[src/rtl/exc_entry_pkg.sv]
package exc_entry_pkg;
    localparam int unsigned XLEN      = 32;
    localparam int unsigned CAUSE_W   = 5;
    localparam int unsigned VEC_SHIFT = 8;

    // status word bit positions
    localparam int unsigned SRB_PRIV  = 0;
    localparam int unsigned SRB_TICKE = 1;
    localparam int unsigned SRB_INTE  = 2;
    localparam int unsigned SRB_DXLAT = 5;
    localparam int unsigned SRB_IXLAT = 6;
    localparam int unsigned SRB_DSEXC = 13;

    localparam logic [XLEN-1:0] SR_RESET = XLEN'(1) << SRB_PRIV;

    typedef struct packed {
        logic [XLEN-1:0] sr;
        logic [XLEN-1:0] esr;
        logic [XLEN-1:0] epc;
        logic [XLEN-1:0] vec;
        logic            pc_load;
        logic            flush;
        logic            done;
        logic            err;
        logic            dsclr;
    } entry_state_t;
endpackage

[src/rtl/exc_cause_decode.sv]
module exc_cause_decode #(
    parameter int unsigned CW         = 5,
    parameter int unsigned NUM_CAUSES = 15,
    parameter int unsigned C_TICK     = 5,
    parameter int unsigned C_IRQ      = 8,
    parameter int unsigned C_SYSCALL  = 12,
    parameter int unsigned C_FPE      = 13
) (
    input  logic [CW-1:0] cause,
    output logic          legal,
    output logic          resume
);
    localparam int unsigned NRES = 4;
    localparam int unsigned RES_IDX [NRES] = '{C_TICK, C_IRQ, C_SYSCALL, C_FPE};

    logic [NRES-1:0] hit;

    for (genvar g = 0; g < NRES; g++) begin : g_res
        assign hit[g] = (32'(cause) == RES_IDX[g]);
    end

    assign legal  = (cause != '0) && (32'(cause) < NUM_CAUSES);
    assign resume = |hit;
endmodule

[src/rtl/exc_epc_sel.sv]
module exc_epc_sel #(
    parameter int unsigned W      = 32,
    parameter int unsigned INSN_B = 4
) (
    input  logic         in_dslot,
    input  logic         resume,
    input  logic [W-1:0] cur_pc,
    input  logic [W-1:0] next_pc,
    input  logic [W-1:0] branch_pc,
    output logic [W-1:0] epc
);
    always_comb begin
        unique case ({in_dslot, resume})
            2'b11:   epc = branch_pc;
            2'b10:   epc = cur_pc - W'(INSN_B);
            2'b01:   epc = next_pc;
            default: epc = cur_pc;
        endcase
    end
endmodule

[src/rtl/exc_entry_ctrl.sv]
module exc_entry_ctrl
    import exc_entry_pkg::*;
#(
    parameter int unsigned NUM_CAUSES = 15,
    parameter int unsigned C_TICK     = 5,
    parameter int unsigned C_IRQ      = 8,
    parameter int unsigned C_SYSCALL  = 12,
    parameter int unsigned C_FPE      = 13
) (
    input  logic               clk,
    input  logic               rst_n,
    input  logic               exc_req,
    input  logic [CAUSE_W-1:0] exc_cause,
    input  logic [XLEN-1:0]    cur_pc,
    input  logic [XLEN-1:0]    next_pc,
    input  logic [XLEN-1:0]    branch_pc,
    input  logic               in_dslot,
    input  logic               sr_we,
    input  logic [XLEN-1:0]    sr_wdata,
    output logic [XLEN-1:0]    sr_o,
    output logic [XLEN-1:0]    esr_o,
    output logic [XLEN-1:0]    epc_o,
    output logic [XLEN-1:0]    new_pc_o,
    output logic               pc_load_o,
    output logic               tlb_flush_o,
    output logic               entry_done_o,
    output logic               cause_err_o,
    output logic               dslot_clr_o
);
    localparam int unsigned PAD_W = XLEN - CAUSE_W - VEC_SHIFT;

    entry_state_t    st_d, st_q;
    logic            legal_w, resume_w;
    logic [XLEN-1:0] epc_w, sr_entry_w;

    exc_cause_decode #(
        .CW(CAUSE_W), .NUM_CAUSES(NUM_CAUSES), .C_TICK(C_TICK),
        .C_IRQ(C_IRQ), .C_SYSCALL(C_SYSCALL), .C_FPE(C_FPE)
    ) u_dec (
        .cause(exc_cause), .legal(legal_w), .resume(resume_w)
    );

    exc_epc_sel #(.W(XLEN), .INSN_B(4)) u_epc (
        .in_dslot(in_dslot), .resume(resume_w), .cur_pc(cur_pc),
        .next_pc(next_pc), .branch_pc(branch_pc), .epc(epc_w)
    );

    // status word after entry, built from the pre-entry value
    always_comb begin
        sr_entry_w            = st_q.sr;
        sr_entry_w[SRB_PRIV]  = 1'b1;
        sr_entry_w[SRB_TICKE] = 1'b0;
        sr_entry_w[SRB_INTE]  = 1'b0;
        sr_entry_w[SRB_DXLAT] = 1'b0;
        sr_entry_w[SRB_IXLAT] = 1'b0;
        if (in_dslot) sr_entry_w[SRB_DSEXC] = 1'b1;
    end

    always_comb begin
        st_d         = st_q;
        st_d.pc_load = 1'b0;
        st_d.flush   = 1'b0;
        st_d.done    = 1'b0;
        st_d.err     = 1'b0;
        st_d.dsclr   = 1'b0;
        if (sr_we) st_d.sr = sr_wdata;
        if (exc_req) begin
            if (legal_w) begin
                st_d.esr     = st_q.sr;
                st_d.epc     = epc_w;
                st_d.sr      = sr_entry_w;
                st_d.vec     = {{PAD_W{1'b0}}, exc_cause, {VEC_SHIFT{1'b0}}};
                st_d.pc_load = 1'b1;
                st_d.flush   = 1'b1;
                st_d.done    = 1'b1;
                st_d.dsclr   = in_dslot;
            end else begin
                st_d.err = 1'b1;
            end
        end
    end

    always_ff @(posedge clk) begin
        if (!rst_n) begin
            st_q    <= '0;
            st_q.sr <= SR_RESET;
        end else begin
            st_q <= st_d;
        end
    end

    assign sr_o         = st_q.sr;
    assign esr_o        = st_q.esr;
    assign epc_o        = st_q.epc;
    assign new_pc_o     = st_q.vec;
    assign pc_load_o    = st_q.pc_load;
    assign tlb_flush_o  = st_q.flush;
    assign entry_done_o = st_q.done;
    assign cause_err_o  = st_q.err;
    assign dslot_clr_o  = st_q.dsclr;

    p_epc_resume_r1: assert property (@(posedge clk) disable iff (!rst_n)
        entry_done_o && $past(resume_w) |->
            epc_o == ($past(in_dslot) ? $past(branch_pc) : $past(next_pc)));

    p_epc_refetch_r2: assert property (@(posedge clk) disable iff (!rst_n)
        entry_done_o && !$past(resume_w) |->
            epc_o == ($past(in_dslot) ? $past(cur_pc) - 32'd4 : $past(cur_pc)));

    p_dsexc_bit_r3: assert property (@(posedge clk) disable iff (!rst_n)
        dslot_clr_o |-> sr_o[SRB_DSEXC]);

    p_esr_copy_r4: assert property (@(posedge clk) disable iff (!rst_n)
        entry_done_o |-> esr_o == $past(sr_o));

    p_priv_entry_r5: assert property (@(posedge clk) disable iff (!rst_n)
        entry_done_o |-> sr_o[SRB_PRIV] && !sr_o[SRB_TICKE] && !sr_o[SRB_INTE]
                         && !sr_o[SRB_DXLAT] && !sr_o[SRB_IXLAT]);

    p_vector_r6: assert property (@(posedge clk) disable iff (!rst_n)
        pc_load_o |-> new_pc_o == (XLEN'($past(exc_cause)) << VEC_SHIFT));

    p_err_quiet_r7: assert property (@(posedge clk) disable iff (!rst_n)
        cause_err_o |-> !pc_load_o && !tlb_flush_o && !entry_done_o
                        && $stable(epc_o) && $stable(esr_o));

    p_pulse_idle_r10: assert property (@(posedge clk) disable iff (!rst_n)
        !$past(exc_req) |-> !tlb_flush_o && !cause_err_o && !dslot_clr_o);
endmodule

[config.mk]
export PLATFORM = sky130hd
export DESIGN_NAME = exc_entry_ctrl
export DESIGN_NICKNAME = d
export VERILOG_FILES = /design/src/rtl/exc_entry_pkg.sv /design/src/rtl/exc_cause_decode.sv /design/src/rtl/exc_epc_sel.sv /design/src/rtl/exc_entry_ctrl.sv
export SDC_FILE = /design/constraint.sdc
export NUM_CORES = 1
export LEC_CHECK = 0
export BUFFER_PORTS_ARGS = -buffer_cell sky130_fd_sc_hd__buf_2
export CORE_MARGIN = 4
export CORE_UTILIZATION = 35
export CTS_BUF_LIST = sky130_fd_sc_hd__clkbuf_4
export DETAILED_ROUTE_END_ITERATION = 10
export GPL_TIMING_DRIVEN = 0
export PLACE_DENSITY = 0.66
export SLEW_MARGIN = 20
export SYNTH_ARGS = -nofsm -noshare
export SYNTH_HDL_FRONTEND = slang
export SYNTH_HIERARCHICAL = 1
export SYNTH_SLANG_ARGS = --single-unit
[constraint.sdc]
create_clock -name clk -period 2.5 [get_ports clk]
set_clock_uncertainty 0.15 [all_clocks]
set_input_delay 0.625 -clock clk [delete_from_list [all_inputs] [get_ports clk]]
set_output_delay 0.625 -clock clk [all_outputs]
set_load 0.005 [all_outputs]
Word-level counts from Yosys, hierarchy flattened

Cells that the tools add are included.
W data, S select, Z words.

$add $sub $neg: 1
$lt $le $gt $ge: 1
Equal/unequal tests: 9
Muxes and demuxes: 7
Reduce and logical (&&, ||, !) cells: 6

Operators with widths:

| operator                | number |
|---|---|
| $mux W133               | 1 |
| $mux W131               | 1 |
| $pmux W32 S3            | 1 |
| $mux W32                | 1 |
| $sub A32 B3 Y32 const B | 1 |
| $eq A5 B4 Y1 const B    | 3 |
| $eq A5 B3 Y1 const B    | 1 |
| $lt A5 B4 Y1 const B    | 1 |
| $reduce_bool A5 Y1      | 1 |
| $eq A2 B2 Y1 const B    | 2 |
| $reduce_and A2 Y1       | 2 |
| $reduce_or A4 Y1        | 1 |
| $mux W1                 | 3 |
| $ne A3 B3 Y1 const B    | 1 |
| $reduce_and A3 Y1       | 1 |
| $eq A2 B1 Y1 const B    | 1 |
| $ne A2 B2 Y1 const B    | 1 |
| $logic_and A1 B1 Y1     | 1 |

Register bits after elaboration: 106
Bits of input ports: 138
Output and inout bits: 133
Word-level logic and storage cells: 35

Longest topological paths before layout

Depth in word-level cells: 6
Gate-level depth with buffers: 11
Depth with buffers taken out: 9

Cells and area by module

Netlist, hierarchy kept.

Modules (own cells, without submodules):

| module           | times used | cells each | area an instance (um^2) | seq. area each (um^2) |
|---|---|---|---|---|
| exc_entry_ctrl   | 1          | 475        | 4,027.6                 | 2,082.0 |
| exc_epc_sel      | 1          | 239        | 1,530.2                 | 0.0 |
| exc_cause_decode | 1          | 5          | 46.3                    | 0.0 |

Worst setup path after synthesis

Ideal clock, no wire load.

Kind: input-to-reg
From: input port cur_pc[2]
To: register st_q, in the netlist epc_o[24]
Setup time: 0.076 ns
Arrival: 2.262 ns
Required time: 2.274 ns
Slack: 0.013 ns
Cell stages on the path: 9
Buffers on the path: 0
Path through: inv_1 ha_1 nor4b_2 nand2_1 or4_1 o2bb2ai_1 a21oi_1 nand2_1 a21boi_0

Word-level cells in the longest chain between the ends: 2

RTL lines:

| element              | line                 | source |
|---|---|---|
| start, declared      | exc_entry_ctrl.sv:14 | `input logic [XLEN-1:0] cur_pc,` |
| $sub A32 B3 Y32      | exc_epc_sel.sv:15    | `2'b10: epc = cur_pc - W'(INSN_B);` |
| $pmux W32 S3         | exc_epc_sel.sv:13    | `unique case ({in_dslot, resume})` |
| named net epc_w[24]  | exc_entry_ctrl.sv:34 | `logic [XLEN-1:0] epc_w, sr_entry_w;` |
| end signal, assigned | exc_entry_ctrl.sv:88 | `st_q <= st_d;` |
| end, declared        | exc_entry_ctrl.sv:32 | `entry_state_t st_d, st_q;` |

The timed path passes the listed nets, and every way through them passes these cells.
A chain may end at the register's enable or synchronous reset.

Worst setup path in the final report

Ends and elaborated chain as after synthesis.

==> qor.csv <==
metric,value,unit
outcome,"finished, final reports clean",
DR vias,6003,
Yosys top cell area share,37.2,%
cell type with the largest total area after synthesis,dfxtp_1,
Antenna Violating Nets Remaining,0,
Vert. Die Dim,135,um
Critical Path AT,2710,ps
MaxCap Viol Count,0,
DR DRC count,0,
post-synthesis cell type count,62,
endpoints failing setup,0,
largest net degree at the start of global routing,20,
P_leak,3.30,nW
fraction of the mapped netlist area in simple logic gates,26.4,%
#FFs+latches synth,104,
CP max-delay cell,or4_1,
cts hold-fix bufs,0,
final WL,20200,um
Via density,4.94,
asr flop ratio synth,0,%
setup TNS,0,ps
FILL cells,1635,
CP required,2760,ps
Max-slew headroom,48.6,%
clock slew at reported path FFs,190,ps
Pre-Repair DR Iteration Count,5,
CTS sink count,104,
port bufs,241,
"delay-heaviest family, CP",simple AND/OR/NAND/NOR gates,
Tmin final,2450,ps
worst setup margin,50.6,ps
gr usage total,20.8,%
Slew @ Worst Pin,770,ps
mapped cell area,0.00560,mm2
die area,0.0181,mm2
pre-CTS WS,-960,ps
starting density of the core,36.3,%
"commonest non-fill, non-tap cells in the layout","buf_2, nand2_1, dfxtp_1, a21boi_0, buf_4",
post-synthesis mux area share,5.36,%
mean area per synthesized cell,7.79,um2
Max Clock Freq,0.408,GHz
Pwr Total,3.37,mW
placed cell area,0.00717,mm2
clk_lat worst skew,480,ps
final hold viol count,0,
post-DP HPWL,15900,um
fin util,47.5,%
hold crit path type,in2reg,
Synth Area in XOR/XNOR,0.781,%
CP Capture Type,flop,
number of global-route vias before repair,5428,
leading post-synthesis cells by cell area,"dfxtp_1, nand2_1, a21boi_0",
TritonCTS clock tree,yes,
Syn Inst Count,719,
Final Cell Area,0.00733,mm2
DR WL/cell,16.6,um
area delta synth->final,30.9,%
htree depth,3,
period utilisation layout,98.0,%
"EDFF count, synth",0,
Final Wtd Congestion,0.878,
Compound-Gate Fraction of Synth Area,21.3,%
CP Class,in2reg,
Chip Width,135,um
CORE AREA,0.0154,mm2
Crit path largest cell delay,480,ps
Overflow after GRT,0,
Ys Warns,6,
register area share after synthesis,37.2,%
Pwr Density,459,mW/mm2
type of origin of the critical path,primary input,
antenna violations before repair,2,
maximum VDD drop,0.246,mV
largest family of logic cells by synthesized area,simple AND/OR/NAND/NOR gates,
FP Rows,45,
Bufs on Longest Clock Path,2,
crit path cell chain,"buf_2, inv_1, ha_1, nor4b_4, nand2_2, or4_1, o2bb2ai_1, a21oi_1, nand2_1, a21boi_0",
"Top FF cell, synth",dfxtp_1,
number of DRC markers in iteration 0,362,
layout cell share with drive strength beyond 1,32.9,%
io pins,271,
"commonest non-fill, non-tap cell in the layout",buf_2,
unrepaired setup endpoints after global routing,true,
first-pass GRT wire length,29600,um
Final nets,1137,
crit path max fanout,7,
CTS root buffer,clkbuf_4,
Final Max Tran Viols,0,
Post-Synth Adder-Cell Area,0.223,%
WP buf/inv,2,
Inserted Clock Buffers,9,
[where the power goes]
group          switching, mW  leakage, nW  internal (mW)
clock network          0.634       0.0714          0.224
registers             0.0467        0.849           1.74
logic                  0.401         2.38          0.324
[through the flow]
stage / std cells / hold WS, ps
2_1_floorplan: 745 / 301
3_3_place_gp: 1197 / 289
3_5_place_dp: 1197 / 295
4_1_cts: 1213 / 147
5_1_grt: 1215 / 158
6_report: 1216 / 186
[registers in the layout, summed over array words and instances (netlist names)]
signal and count:
esr_o 32, new_pc_o 5, pc_load_o 1, sr_o 32
epc_o 32, dslot_clr_o 1, cause_err_o 1
[logic make-up (layout without fill, tap and decap cells)]
kind of cell               count (synthesis)  after routing
and+or+nand+nor                          322            322
muxes                                     26             26
buffers and inverters                     87            345
other                                      1             29
AOI/OAI and AO/OA                        173            173
xor gates and xnor gates                   5              5
DFF                                      104            104
adders and majority gates                  1              1
[tightest hold or removal path, delay by kind of cell]
| kind | cells | cell delay, ps |
|---|---|---|
| buf+inv | 1 | 70 |
| compound gates | 1 | 60 |
| simple gates | 1 | 50 |
[synthesized netlist by cell type (all sizes together) (2+ instances only)]
cell type  instances
nand2            204
dfxtp            104
a21boi            73
buf               49
nand3             35
clkbuf            31
o21ai             31
a21oi             27
nor2              27
mux2i             21
nor3              15
nor4               8
o211ai             8
nor2b              7
inv                6
xnor2              5
and2               4
nand4              4
o221ai             4
o22ai              4
o32ai              4
or3                4
a211o              3
mux4               3
o2bb2ai            3
o31ai              3
a22o               2
and3               2
mux2               2
nand2b             2
nor3b              2
nor4b              2
o31a               2
o41ai              2
or2                2
or4                2
[cell type report]
class | count | area [um2] | share of cell area (%)
multi-input combinational | 554 | 3140 | 42.8
sequential | 104 | 2080 | 28.4
timing repair buffer | 242 | 1210 | 16.6
buffer | 80 | 472 | 6.43
tap | 211 | 264 | 3.60
clock buffer | 9 | 67.6 | 0.921
clock inverter | 7 | 62.6 | 0.853
inverter | 7 | 26.3 | 0.358
antenna | 2 | 5.00 | 0.0682
[routing by layer]
metal	vias up	track usage, %	wire length, um
met1	2718	25.8	8410
li1	2993	-	-
met2	257	34.9	9550
met3	33	5.55	1720
met5	-	0	20
met4	2	7.13	496
[repair_timing]
item | CTS | global route
setup endpoints to repair | 28 | 18
gates cloned | 0 | 0
setup buffers | 0 | 1
gates resized for setup | 3 | 7
[path summary, 6_finish.rpt]
check	start	end	slack (ps)	cells past startpoint
max	cur_pc[2]	epc_o[24]	50	10
min	sr_wdata[21]	sr_o[21]	190	3
max reg2reg	sr_o[13]	sr_o[13]	1540	2
min reg2reg	esr_o[27]	esr_o[27]	320	2
Power figures use the tool's default switching activity.
